$ cat src/rtl/dtc_pkg.sv
package dtc_pkg;
  // {inc, dec, coarse} control code carried on tap writes
  typedef enum logic [2:0] {
    CODE_LOAD_A = 3'b000,
    CODE_LOAD_B = 3'b001,
    CODE_DN_CRS = 3'b011,
    CODE_DN_ONE = 3'b010,
    CODE_UP_ONE = 3'b100,
    CODE_UP_CRS = 3'b101,
    CODE_LOAD_C = 3'b110,
    CODE_LOAD_D = 3'b111
  } step_code_e;
endpackage

$ cat src/rtl/dtc_step_unit.sv
module dtc_step_unit
  import dtc_pkg::*;
#(
  parameter int TAP_W = 9
) (
  input  logic [TAP_W-1:0] cur,
  input  logic [TAP_W-1:0] load_val,
  input  logic [TAP_W-1:0] coarse,
  input  step_code_e       code,
  output logic [TAP_W-1:0] nxt
);
  // All arithmetic is naturally modulo 2**TAP_W by width truncation
  always_comb begin
    case (code)
      CODE_UP_ONE: nxt = cur + TAP_W'(1);
      CODE_DN_ONE: nxt = cur - TAP_W'(1);
      CODE_UP_CRS: nxt = cur + coarse;
      CODE_DN_CRS: nxt = cur - coarse;
      default:     nxt = load_val;
    endcase
  end
endmodule

$ cat src/rtl/dtc_tap_channel.sv
module dtc_tap_channel
  import dtc_pkg::*;
#(
  parameter int              TAP_W   = 9,
  parameter logic [TAP_W-1:0] RST_VAL = '0
) (
  input  logic             clk,
  input  logic             rst,
  input  logic             we,
  input  step_code_e       code,
  input  logic [TAP_W-1:0] load_val,
  input  logic [TAP_W-1:0] coarse,
  output logic [TAP_W-1:0] tap
);
  logic [TAP_W-1:0] tap_q;
  logic [TAP_W-1:0] tap_nxt;

  dtc_step_unit #(.TAP_W(TAP_W)) u_step (
    .cur      (tap_q),
    .load_val (load_val),
    .coarse   (coarse),
    .code     (code),
    .nxt      (tap_nxt)
  );

  always_ff @(posedge clk) begin
    if (rst)     tap_q <= RST_VAL;
    else if (we) tap_q <= tap_nxt;
  end

  assign tap = tap_q;
endmodule

$ cat src/rtl/dtc_readback.sv
module dtc_readback #(
  parameter int DATA_W = 16,
  parameter int TAP_W  = 9,
  parameter int NSRC   = 3
) (
  input  logic                       clk,
  input  logic                       rst,
  input  logic                       rd_en,
  input  logic [NSRC-1:0]            hit,
  input  logic [NSRC-1:0][TAP_W-1:0] vals,
  output logic [DATA_W-1:0]          rdata,
  output logic                       rd_valid
);
  logic [TAP_W-1:0]  sel_val;
  logic [DATA_W-1:0] rdata_q;
  logic              valid_q;

  // hit is one-hot or zero; OR-reduce keeps the mux shallow
  always_comb begin
    sel_val = '0;
    for (int i = 0; i < NSRC; i++) begin
      sel_val = sel_val | (vals[i] & {TAP_W{hit[i]}});
    end
  end

  always_ff @(posedge clk) begin
    if (rst) begin
      rdata_q <= '0;
      valid_q <= 1'b0;
    end else begin
      valid_q <= rd_en;
      rdata_q <= rd_en ? {{(DATA_W-TAP_W){1'b0}}, sel_val} : '0;
    end
  end

  assign rdata    = rdata_q;
  assign rd_valid = valid_q;
endmodule

$ cat src/rtl/delay_tap_ctrl.sv
module delay_tap_ctrl
  import dtc_pkg::*;
#(
  parameter int               ADDR_W     = 8,
  parameter int               DATA_W     = 16,
  parameter int               TAP_W      = 9,
  parameter logic [ADDR_W-1:0] ADDR_TRI   = 8'h0A,
  parameter logic [ADDR_W-1:0] ADDR_OUT   = 8'h0B,
  parameter logic [ADDR_W-1:0] ADDR_STEP  = 8'h0C,
  parameter logic [TAP_W-1:0]  STEP_RESET = 9'h001,
  parameter int               INC_BIT    = 15,
  parameter int               DEC_BIT    = 14,
  parameter int               CRS_BIT    = 13
) (
  input  logic              clk,
  input  logic              rst,
  input  logic              wr_en,
  input  logic              rd_en,
  input  logic [ADDR_W-1:0] addr,
  input  logic [DATA_W-1:0] wdata,
  output logic [DATA_W-1:0] rdata,
  output logic              rd_valid,
  output logic [TAP_W-1:0]  out_tap,
  output logic [TAP_W-1:0]  tri_tap
);
  localparam int NCH  = 2;        // tap channels: 0 tristate, 1 output
  localparam int NSRC = NCH + 1;  // plus coarse-step register
  localparam logic [NSRC-1:0][ADDR_W-1:0] SRC_ADDR = {ADDR_STEP, ADDR_OUT, ADDR_TRI};

  logic [NSRC-1:0]            hit;
  logic [NSRC-1:0][TAP_W-1:0] vals;
  logic [TAP_W-1:0]           step_q;
  logic [TAP_W-1:0]           load_val;
  step_code_e                 code;
  logic                       dtc_unused;

  assign code       = step_code_e'({wdata[INC_BIT], wdata[DEC_BIT], wdata[CRS_BIT]});
  assign load_val   = wdata[TAP_W-1:0];
  assign dtc_unused = ^wdata[DATA_W-1:TAP_W];

  genvar g;
  generate
    for (g = 0; g < NSRC; g++) begin : g_dec
      assign hit[g] = (addr == SRC_ADDR[g]);
    end
    for (g = 0; g < NCH; g++) begin : g_ch
      dtc_tap_channel #(.TAP_W(TAP_W), .RST_VAL('0)) u_ch (
        .clk      (clk),
        .rst      (rst),
        .we       (wr_en & hit[g]),
        .code     (code),
        .load_val (load_val),
        .coarse   (step_q),
        .tap      (vals[g])
      );
    end
  endgenerate

  // Coarse-step register: same channel with the code pinned to a load
  dtc_tap_channel #(.TAP_W(TAP_W), .RST_VAL(STEP_RESET)) u_step_reg (
    .clk      (clk),
    .rst      (rst),
    .we       (wr_en & hit[NCH]),
    .code     (CODE_LOAD_A),
    .load_val (load_val),
    .coarse   ('0),
    .tap      (step_q)
  );
  assign vals[NCH] = step_q;

  dtc_readback #(.DATA_W(DATA_W), .TAP_W(TAP_W), .NSRC(NSRC)) u_rb (
    .clk      (clk),
    .rst      (rst),
    .rd_en    (rd_en),
    .hit      (hit),
    .vals     (vals),
    .rdata    (rdata),
    .rd_valid (rd_valid)
  );

  assign tri_tap = vals[0];
  assign out_tap = vals[1];
endmodule

$ cat config.mk
export PLATFORM = sky130hd
export DESIGN_NAME = delay_tap_ctrl
export DESIGN_NICKNAME = d
export VERILOG_FILES = /design/src/rtl/dtc_pkg.sv /design/src/rtl/dtc_step_unit.sv /design/src/rtl/dtc_tap_channel.sv /design/src/rtl/dtc_readback.sv /design/src/rtl/delay_tap_ctrl.sv
export SDC_FILE = /design/constraint.sdc
export NUM_CORES = 1
export LEC_CHECK = 0
export BUFFER_PORTS_ARGS = -buffer_cell sky130_fd_sc_hd__buf_2
export CAP_MARGIN = 10
export CORE_MARGIN = 2
export CORE_UTILIZATION = 50
export DETAILED_ROUTE_END_ITERATION = 8
export PLACE_DENSITY_LB_ADDON = 0.25
export RECOVER_POWER = 100
export SLEW_MARGIN = 20
export SYNTH_ARGS = -nofsm -noshare
export SYNTH_HDL_FRONTEND = slang
export SYNTH_SLANG_ARGS = --single-unit
$ cat constraint.sdc
create_clock -name clk -period 4.05 [get_ports clk]
set_input_delay 0.81 -clock clk [delete_from_list [all_inputs] [get_ports clk]]
set_output_delay 0.81 -clock clk [all_outputs]
set_load 0.005 [all_outputs]
# --- Word level (Yosys, flattened, before mapping) ---
# Index checks and enable logic that the tools add are counted.
# W data, S select, Z words.
op_classes:
  n_bitwise: 9
  reduce_logical: 1
  mux: 2
  eq_ne: 7
  addsub: 8
op_table:
  columns: ["op", "count"]
  rows:
  - ["$pmux W9 S4", 2]
  - ["$and A9 B9 Y9", 3]
  - ["$eq A8 B4 Y1 const B", 3]
  - ["$add A9 B1 Y9 const B", 2]
  - ["$add A9 B9 Y9", 2]
  - ["$or A9 B9 Y9", 2]
  - ["$sub A9 B1 Y9 const B", 2]
  - ["$sub A9 B9 Y9", 2]
  - ["$eq A3 B2 Y1 const B", 2]
  - ["$eq A3 B3 Y1 const B", 2]
  - ["$and A1 B1 Y1", 3]
  - ["$reduce_or A2 Y1", 1]
  - ["$not A1 Y1", 1]
totals:
  output_inout_bits: 35
  input_bits: 28
  ff_bits: 44
  elab_cells: 33

# --- Depth between registers and ports, before layout ---
# Gate-level depths: netlist of the first run.
depth:
  depth_word: 4
  ltp_mapped: 15
  mapped_depth_nobuf: 13

# --- Cells and area by module ---
# Synthesis of the first run repeated with hierarchy kept, for this count alone.
hier_totals:
  cells_unflattened: 505
  hier_area_um2: 3895.0
modules_own_cells:
  columns: ["mod", "area_per_inst_um2", "instances", "cells_per_inst", "seq_area_each_um2"]
  rows:
  - ["dtc_step_unit (g_ch[0].u_ch.u_step ...)", 812.0, 2, 121, 0.0]
  - ["dtc_step_unit (u_step_reg.u_step)", 804.5, 1, 120, 0.0]
  - ["dtc_tap_channel (g_ch[0].u_ch ...)", 319.1, 2, 29, 180.2]
  - ["dtc_readback", 416.6, 1, 42, 200.2]
  - ["dtc_tap_channel (u_step_reg)", 324.1, 1, 29, 180.2]
  - ["delay_tap_ctrl", 87.6, 1, 14, 0.0]

# --- Least setup slack after synthesis of the first run ---
# No wires, ideal clock.
synth_timing:
  kind: "input to register"
  start: "input port wdata[15]"
  end: "register g_ch[0].u_ch.tap_q[6]"
  setup_time_ns: 0.132
  stages: 15
  required_time_ns: 3.918
  arrival_ns: 3.530
  setup_slack_ns: 0.388
  n_path_buf: 3
  path_cell_list: "nand2b_1 -> clkbuf_1 -> nand2_1 -> clkbuf_1 -> clkbuf_1 -> nand3_1 -> ha_1 -> fa_1 -> inv_1 -> a21o_1 -> a31oi_1 -> a311oi_1 -> nor2_1 -> a311oi_1 -> nor3_1"
synth_via:
  elab_chain_cells: 2
  elab_cells_between_ends: 5
  cone_classes: "4 x eq/ne; 1 x mux"
synth_rtl:
  columns: ["element", "line_no", "source"]
  rows:
  - ["start: declaration", "delay_tap_ctrl.sv:20", "input logic [DATA_W-1:0] wdata,"]
  - ["$eq A3 B2 Y1 / $eq A3 B3 Y1 (equally long branches)", "dtc_step_unit.sv:14", "case (code)"]
  - ["$pmux W9 S4 (*)", "dtc_step_unit.sv:14", null]
  - ["end signal: assignment", "dtc_tap_channel.sv:28", "else if (we) tap_q <= tap_nxt;"]
  - ["end: declaration", "dtc_tap_channel.sv:15", "logic [TAP_W-1:0] tap_q;"]
# Every way passes the cells marked *; elsewhere a longest branch is shown, timed or not.
# A chain may end at the register's enable or synchronous reset.

# --- Worst setup path after layout of the first run ---
layout_timing:
  start: "register u_step_reg.tap_q[3], in the netlist u_step_reg.tap[3]"
  end: "register g_ch[1].u_ch.tap_q[7]"
layout_via:
  elab_chain_cells: 2
  elab_cells_between_ends: 3
  cone_classes: "2 x add/sub; 1 x mux"
layout_rtl:
  columns: ["element", "line_no"]
  rows:
  - ["start: declaration", "dtc_tap_channel.sv:15"]
  - ["start signal: assignment", "dtc_tap_channel.sv:28"]
  - ["$sub A9 B9 Y9 / $add A9 B9 Y9 (equally long branches)", "dtc_step_unit.sv:18, dtc_step_unit.sv:17"]
  - ["$pmux W9 S4 (*)", "dtc_step_unit.sv:14"]
  - ["end signal: assignment", "dtc_tap_channel.sv:28"]
  - ["end: declaration", "dtc_tap_channel.sv:15"]
# Marks and branches as above.

==> metrics, run 1 <==
initial drt markers between 300 and 400; DR DRC count 0; Post-Route WL between 7000 and 8000 um; H-tree level count 2; global route overflow 0; final setup margin 0.569 ns; sequential area share after synthesis around 27%; slowest cell delay on critical path around 0.46 ns; CP Data Arrival Time between 3 and 4 ns; Worst Setup Start Kind register; RSZ-0062 raised after global routing no; clock root buffer clkbuf_8; worst hold slack between 0.4 and 0.5 ns; initial core utilization around 53%; status finished clean; vias per inst between 6 and 7; most frequent CP cell or3_1; clock power share roughly two fifths; wire per inst around 17 um; worst-path cell chain or3_1 > or3_1 > a31oi_1 > o21ai_0 > ha_1 > or2_2 > a2111oi_0 > o2bb2ai_1 > o211ai_1 > mux2i_1 > a211oi_1; Synth Cell Area about 0.0027 mm^2; CP max-delay cell or3_1; Logic pwr share between 10% and 20%; vias in the first global route ~2,600; Die Width 78.1 um; top-level I/O count 63; Final min period 3.48 ns; gr usage total 26.9%; initial antenna violation count 0; Site Rows 26; CP max FO 12; clock buffer count from CTS 5; number of distinct library cells after synthesis 58; Max Cap Viol 0; Internal between 0.5 and 0.6 mW; die area between 0.006 and 0.007 mm^2; post-place setup slack approximately 0.43 ns; top_reg_cell synth dfxtp_1; Clock Skew about 0.011 ns; sw frac 27.2%; DPL Wire Length roughly 5600 um; Fin. Hold Viols 0; first-pass GRT wire length between 10,000 and 15,000 um; largest net degree at the start of global routing 29; antenna cells 0; cell area power density approximately 250 mW/mm^2; RePlAce Congestion 0.912; Die H ~78 um; post-route cell area 0.00311 mm^2; Max rail drop VDD ~0.13 mV; Avg Cell Area, Syn approximately 8.0 um^2; Slew Viols, Final 0; Synth Register Bits 37; DP Area between 0.003 and 0.004 mm^2; Worst EP required approximately 4.2 ns; CTS tree yes; Synth async-reset ratio 0%; LEAKAGE around 1.3 nW; Worst Setup End Kind register; post-cts repair resize count 0; Worst-Margin Slew around 1.4 ns; vias post-DR 2,806; Final Setup Violations 0; part of the power in registers 47.4%; FF-to-FF setup slack approximately 0.57 ns; Final TNS setup 0 ns; Worst Hold Class reg -> reg; Max Clock Freq roughly 290 MHz; synthesis-to-layout area growth 13.0%; Pre-Repair DR Iteration Count 5; Final ANT Viol Nets 0; Layout Nets 430; clk_lat worst skew approximately 0.3 ns; Synth Warn # 0; port bufs 51; post-CTS setup buffers 0; Gate Count Post-Synth about 340; Reg clk slew, reported paths roughly 0.080 ns; core region area roughly 0.0052 mm^2; clk sinks 37; CTS Buffer Depth 2; Hold-fix buffers, CTS 0; sw power between 0.2 and 0.25 mW; EDFF count, synth 0; Rel. slew slack 9.41%; layout cells sized above 1 ~18%; Setup CP Type reg -> reg; Final Cycle Share between 80% and 90%
## final cells by class
class / instances / area [um^2]
well taps: 70 / 87.6
clock buffers: 7 / 96.3
clock inverters: 1 / 5.00
multi-input cells: 267 / 1820
flip-flops and latches: 37 / 741
fillers: 506 / 2100
repair buffers: 59 / 297
inverters: 17 / 63.8
## registers in the layout, summed over array words and instances (netlist names)
register / flops
u_step_reg.tap: 9
u_rb.rdata: 9
u_rb.rd_valid: 1
g_ch.u_ch.tap: 18
## through the flow
stage	instances	total power [mW]	util [%]
2_1_floorplan	350	0.453	-
3_3_place_gp	450	0.481	58.3
3_5_place_dp	450	0.483	58.3
4_1_cts	458	0.771	60.3
5_1_grt	458	0.793	59.7
6_report	458	0.770	59.7
## critical path, delay by kind of cell (launching register included)
| kind | cells | cell delay, ns |
|---|---|---|
| AO/OA/AOI/OAI | 6 | 1.17 |
| adder cells (fa/ha/maj) | 1 | 0.32 |
| flip-flops | 1 | 0.45 |
| multiplexers | 1 | 0.26 |
| AND/OR/NAND/NOR | 3 | 1.11 |
## cell usage after synthesis (all sizes together), types with 3 or more instances
cell      n  area, um^2
a2111oi   3        26.3
a211oi   12         103
a21oi    29         145
a222oi    9        90.1
a311oi    4        35.0
a31oi    10        62.6
and2      4        25.0
and3      3        18.8
buf       9        75.1
clkbuf   20        75.1
dfxtp    37         741
ha       13         163
inv      17        63.8
mux2i     7        70.1
nand2    26        97.6
nand2b    4        25.0
nand3     9        45.0
nor2     34         128
nor2b     3        18.8
nor3      9        45.0
nor4b     5        50.0
o211ai    3        22.5
o21a      3        22.5
o21ai    11        55.1
or2       3        18.8
or3       9        56.3
xnor2     7        61.3
## cell usage in the layout (no fill, tap or decap), types with 9 or more instances in the layout
master	instances
nand2_1	26
buf_2	42
ha_1	13
nor2_1	34
or3_1	9
inv_1	17
dfxtp_1	37
a31oi_1	10
nor3_1	9
o21ai_0	10
a211oi_1	11
a222oi_1	9
nand3_1	9
clkbuf_1	11
a21oi_1	29
## metal layers
metal	vias up	track usage [%]	wire, um
met5	-	0	0
met4	0	9.12	144
met3	10	4.94	718
met2	137	42.8	3540
met1	1300	36.5	3540
li1	1359	-	-
## power by group through the flow
stage	clock network (mW)	registers, mW	logic [mW]
after detailed placement	0	0.374	0.109
after CTS	0.296	0.365	0.109
after global routing	0.306	0.365	0.122
final	0.294	0.365	0.111
after global placement	0	0.374	0.107
after floorplan	0	0.374	0.0795
## final timing paths
check             cells past startpoint                      startpoint                                to
hold / removal                        2  u_step_reg.tap[1]$_SDFFE_PP0P_    u_step_reg.tap[1]$_SDFFE_PP0P_
setup reg to reg                     11  u_step_reg.tap[3]$_SDFFE_PP0P_  g_ch[1].u_ch.tap[7]$_SDFFE_PP0P_
hold reg to reg                       2  u_step_reg.tap[1]$_SDFFE_PP0P_    u_step_reg.tap[1]$_SDFFE_PP0P_
setup / recovery                     11  u_step_reg.tap[3]$_SDFFE_PP0P_  g_ch[1].u_ch.tap[7]$_SDFFE_PP0P_
## logic make-up after synthesis
group	synth area share, %
xor+xnor	2.55
mux	2.55
compound gates	29.8
simple gates	22.2
buf+inv	7.78
other cells	0.136
flops	26.9
fa+ha+maj	8.10
Power figures use the tool's default switching activity.
==> run 2, diff against run 1 <==
Settings changed: MAX_ROUTING_LAYER from default to met4.
==> metrics, run 2 (synthesis results as in run 1) <==
initial antenna violation count 0 (unchanged); Site Rows 26 (unchanged); RSZ-0062 raised after global routing no (unchanged); port bufs 51 (unchanged); Final Setup Violations 0 (unchanged); cell area power density 242 mW/mm^2 (was 248 mW/mm^2); Pre-Repair DR Iteration Count 7 (was 5); status finished clean (unchanged); Rel. slew slack 5.82% (was 9.41%); Die H 78.1 um (unchanged); Worst Hold Class reg -> reg (unchanged); leading cell type in the layout, fill and taps excluded buf_2 (unchanged); die area 0.00611 mm^2 (unchanged); Max Cap Viol 0 (unchanged); Clock Skew 0.0113 ns (was 0.0106 ns); global route overflow 0 (unchanged); Post-Route WL 7800 um (was 7940 um); Fin. Hold Viols 0 (unchanged); wire per inst 17.1 um (was 17.3 um); antenna cells 0 (unchanged); Hold-fix buffers, CTS 0 (unchanged); Slew Viols, Final 0 (unchanged); core region area 0.00520 mm^2 (unchanged); clock root buffer clkbuf_8 (unchanged); leading cell types in the layout, fill and taps excluded buf_2 (39), dfxtp_1 (37), nor2_1 (34) (was buf_2 (42), dfxtp_1 (37), nor2_1 (34)); Max Clock Freq 287 MHz (about the same); Worst Setup Start Kind input port (was register); Max rail drop VDD 0.141 mV (was 0.132 mV); Worst EP required 4.24 ns (was 4.16 ns); initial drt markers 354 (was 304); vias per inst 6.18 (was 6.13); post-CTS setup buffers 0 (unchanged); layout cells sized above 1 16.5% (was 18.3%); Worst Setup End Kind register (unchanged); synthesis-to-layout area growth 12.0% (was 13.0%); Final ANT Viol Nets 0 (unchanged); Layout Nets 430 (unchanged); Final min period 3.48 ns (about the same); CTS Buffer Depth 2 (unchanged); r2r startpoint u_step_reg.tap[3]$_SDFFE_PP0P_ (unchanged); top-level I/O count 63 (unchanged); clock buffer count from CTS 5 (unchanged); gr usage total 27.0% (was 26.9%); Setup CP Type in -> reg (was reg -> reg); vias in the first global route 2,524 (was 2,579); Die Width 78.1 um (unchanged); post-route cell area 0.00308 mm^2 (was 0.00311 mm^2); CTS tree yes (unchanged); RePlAce Congestion 0.953 (was 0.912); Worst-Margin Slew 1.41 ns (was 1.36 ns); first-pass GRT wire length 12,700 um (was 12,900 um); Filler cells 511 (was 506); crit path launch wdata[14] (was u_step_reg.tap[3]$_SDFFE_PP0P_); H-tree level count 2 (unchanged); post-cts repair resize count 0 (unchanged); Reg clk slew, reported paths 0.08 ns (about the same); DP Area 0.00304 mm^2 (unchanged); DR DRC count 0 (unchanged); DPL Wire Length 5590 um (was 5610 um); HP Start u_step_reg.tap[7]$_SDFFE_PP0P_ (was u_step_reg.tap[1]$_SDFFE_PP0P_); clk_lat worst skew 0.29 ns (was 0.30 ns); Final TNS setup 0 ns (unchanged); vias post-DR 2,825 (was 2,806); CP max FO 7 (was 12); largest net degree at the start of global routing 29 (unchanged); clk sinks 37 (unchanged); Final Cycle Share 85.9% (was 86.0%); max FFs per register 18 (unchanged); CP Data Arrival Time 3.67 ns (was 3.59 ns); LEAKAGE 1.26 nW (was 1.28 nW); initial core utilization 52.8% (unchanged)
[run 2: cell count changes in the layout (fill, tap and decap cells not counted), sizes merged]
| cell | delta |
|---|---|
| clkbuf | +4 |
| buf | -4 |
| clkinv | -1 |
[run 2: area by class of cell]
cell class	instances	area, um^2	area share, %
Sequential cell	37	741	24.1
Inverter	17	63.8	2.07
Multi-Input combinational cell	267	1810	58.8
Clock buffer	7	86.3	2.80
Tap cell	70	87.6	2.85
Timing Repair Buffer	59	289	9.39
[run 2: per-layer routing]
layer  share of wire (%)  vias to the layer above  global-route usage [%]
li1                    -                     1354                       -
met1                  45                     1319                    36.6
met2                  44                      137                    41.6
met3                 8.7                       15                    3.91
met4                 2.1                        0                    8.77
met5                   0                        -                       -
[run 2: worst max-delay path, cell delays in order]
cell      delay (ns)
clkbuf_1        0.18
nor2b_1         0.33
a21oi_1         0.06
o21ai_0         0.37
ha_1            0.37
a21oi_1         0.16
nand2_1         0.13
or3_1           0.42
a21oi_1         0.25
mux2i_1         0.22
o22ai_1         0.11
a221oi_1        0.25
[run 2: path summary, 6_finish.rpt]
kind	slack, ns	to	cells past startpoint
setup / recovery	0.57	g_ch[0].u_ch.tap[5]$_SDFFE_PP0P_	12
hold / removal	0.52	u_step_reg.tap[7]$_SDFFE_PP0P_	2
setup reg to reg	0.67	g_ch[0].u_ch.tap[7]$_SDFFE_PP0P_	11
hold reg to reg	0.52	u_step_reg.tap[7]$_SDFFE_PP0P_	2
[run 2: per-stage QoR]
step                util, %  setup WS [ns]  power [mW]  hold WS, ns  std cells
detailed placement     58.3          0.387       0.483        0.500        450
global route           59.1          0.346       0.772        0.532        457
global placement       58.3          0.454       0.480        0.489        450
CTS                    60.0          0.684       0.746        0.508        457
finish                 59.1          0.570       0.746        0.519        457
floorplan                 -          0.388       0.453        0.467        350
[run 2: power breakdown]
group	internal (mW)	leakage (nW)	switching, mW	total [mW]
logic	0.0418	0.914	0.0685	0.110
registers	0.364	0.298	0.000794	0.365
clock network	0.135	0.0443	0.135	0.270
total	0.542	1.26	0.204	0.746
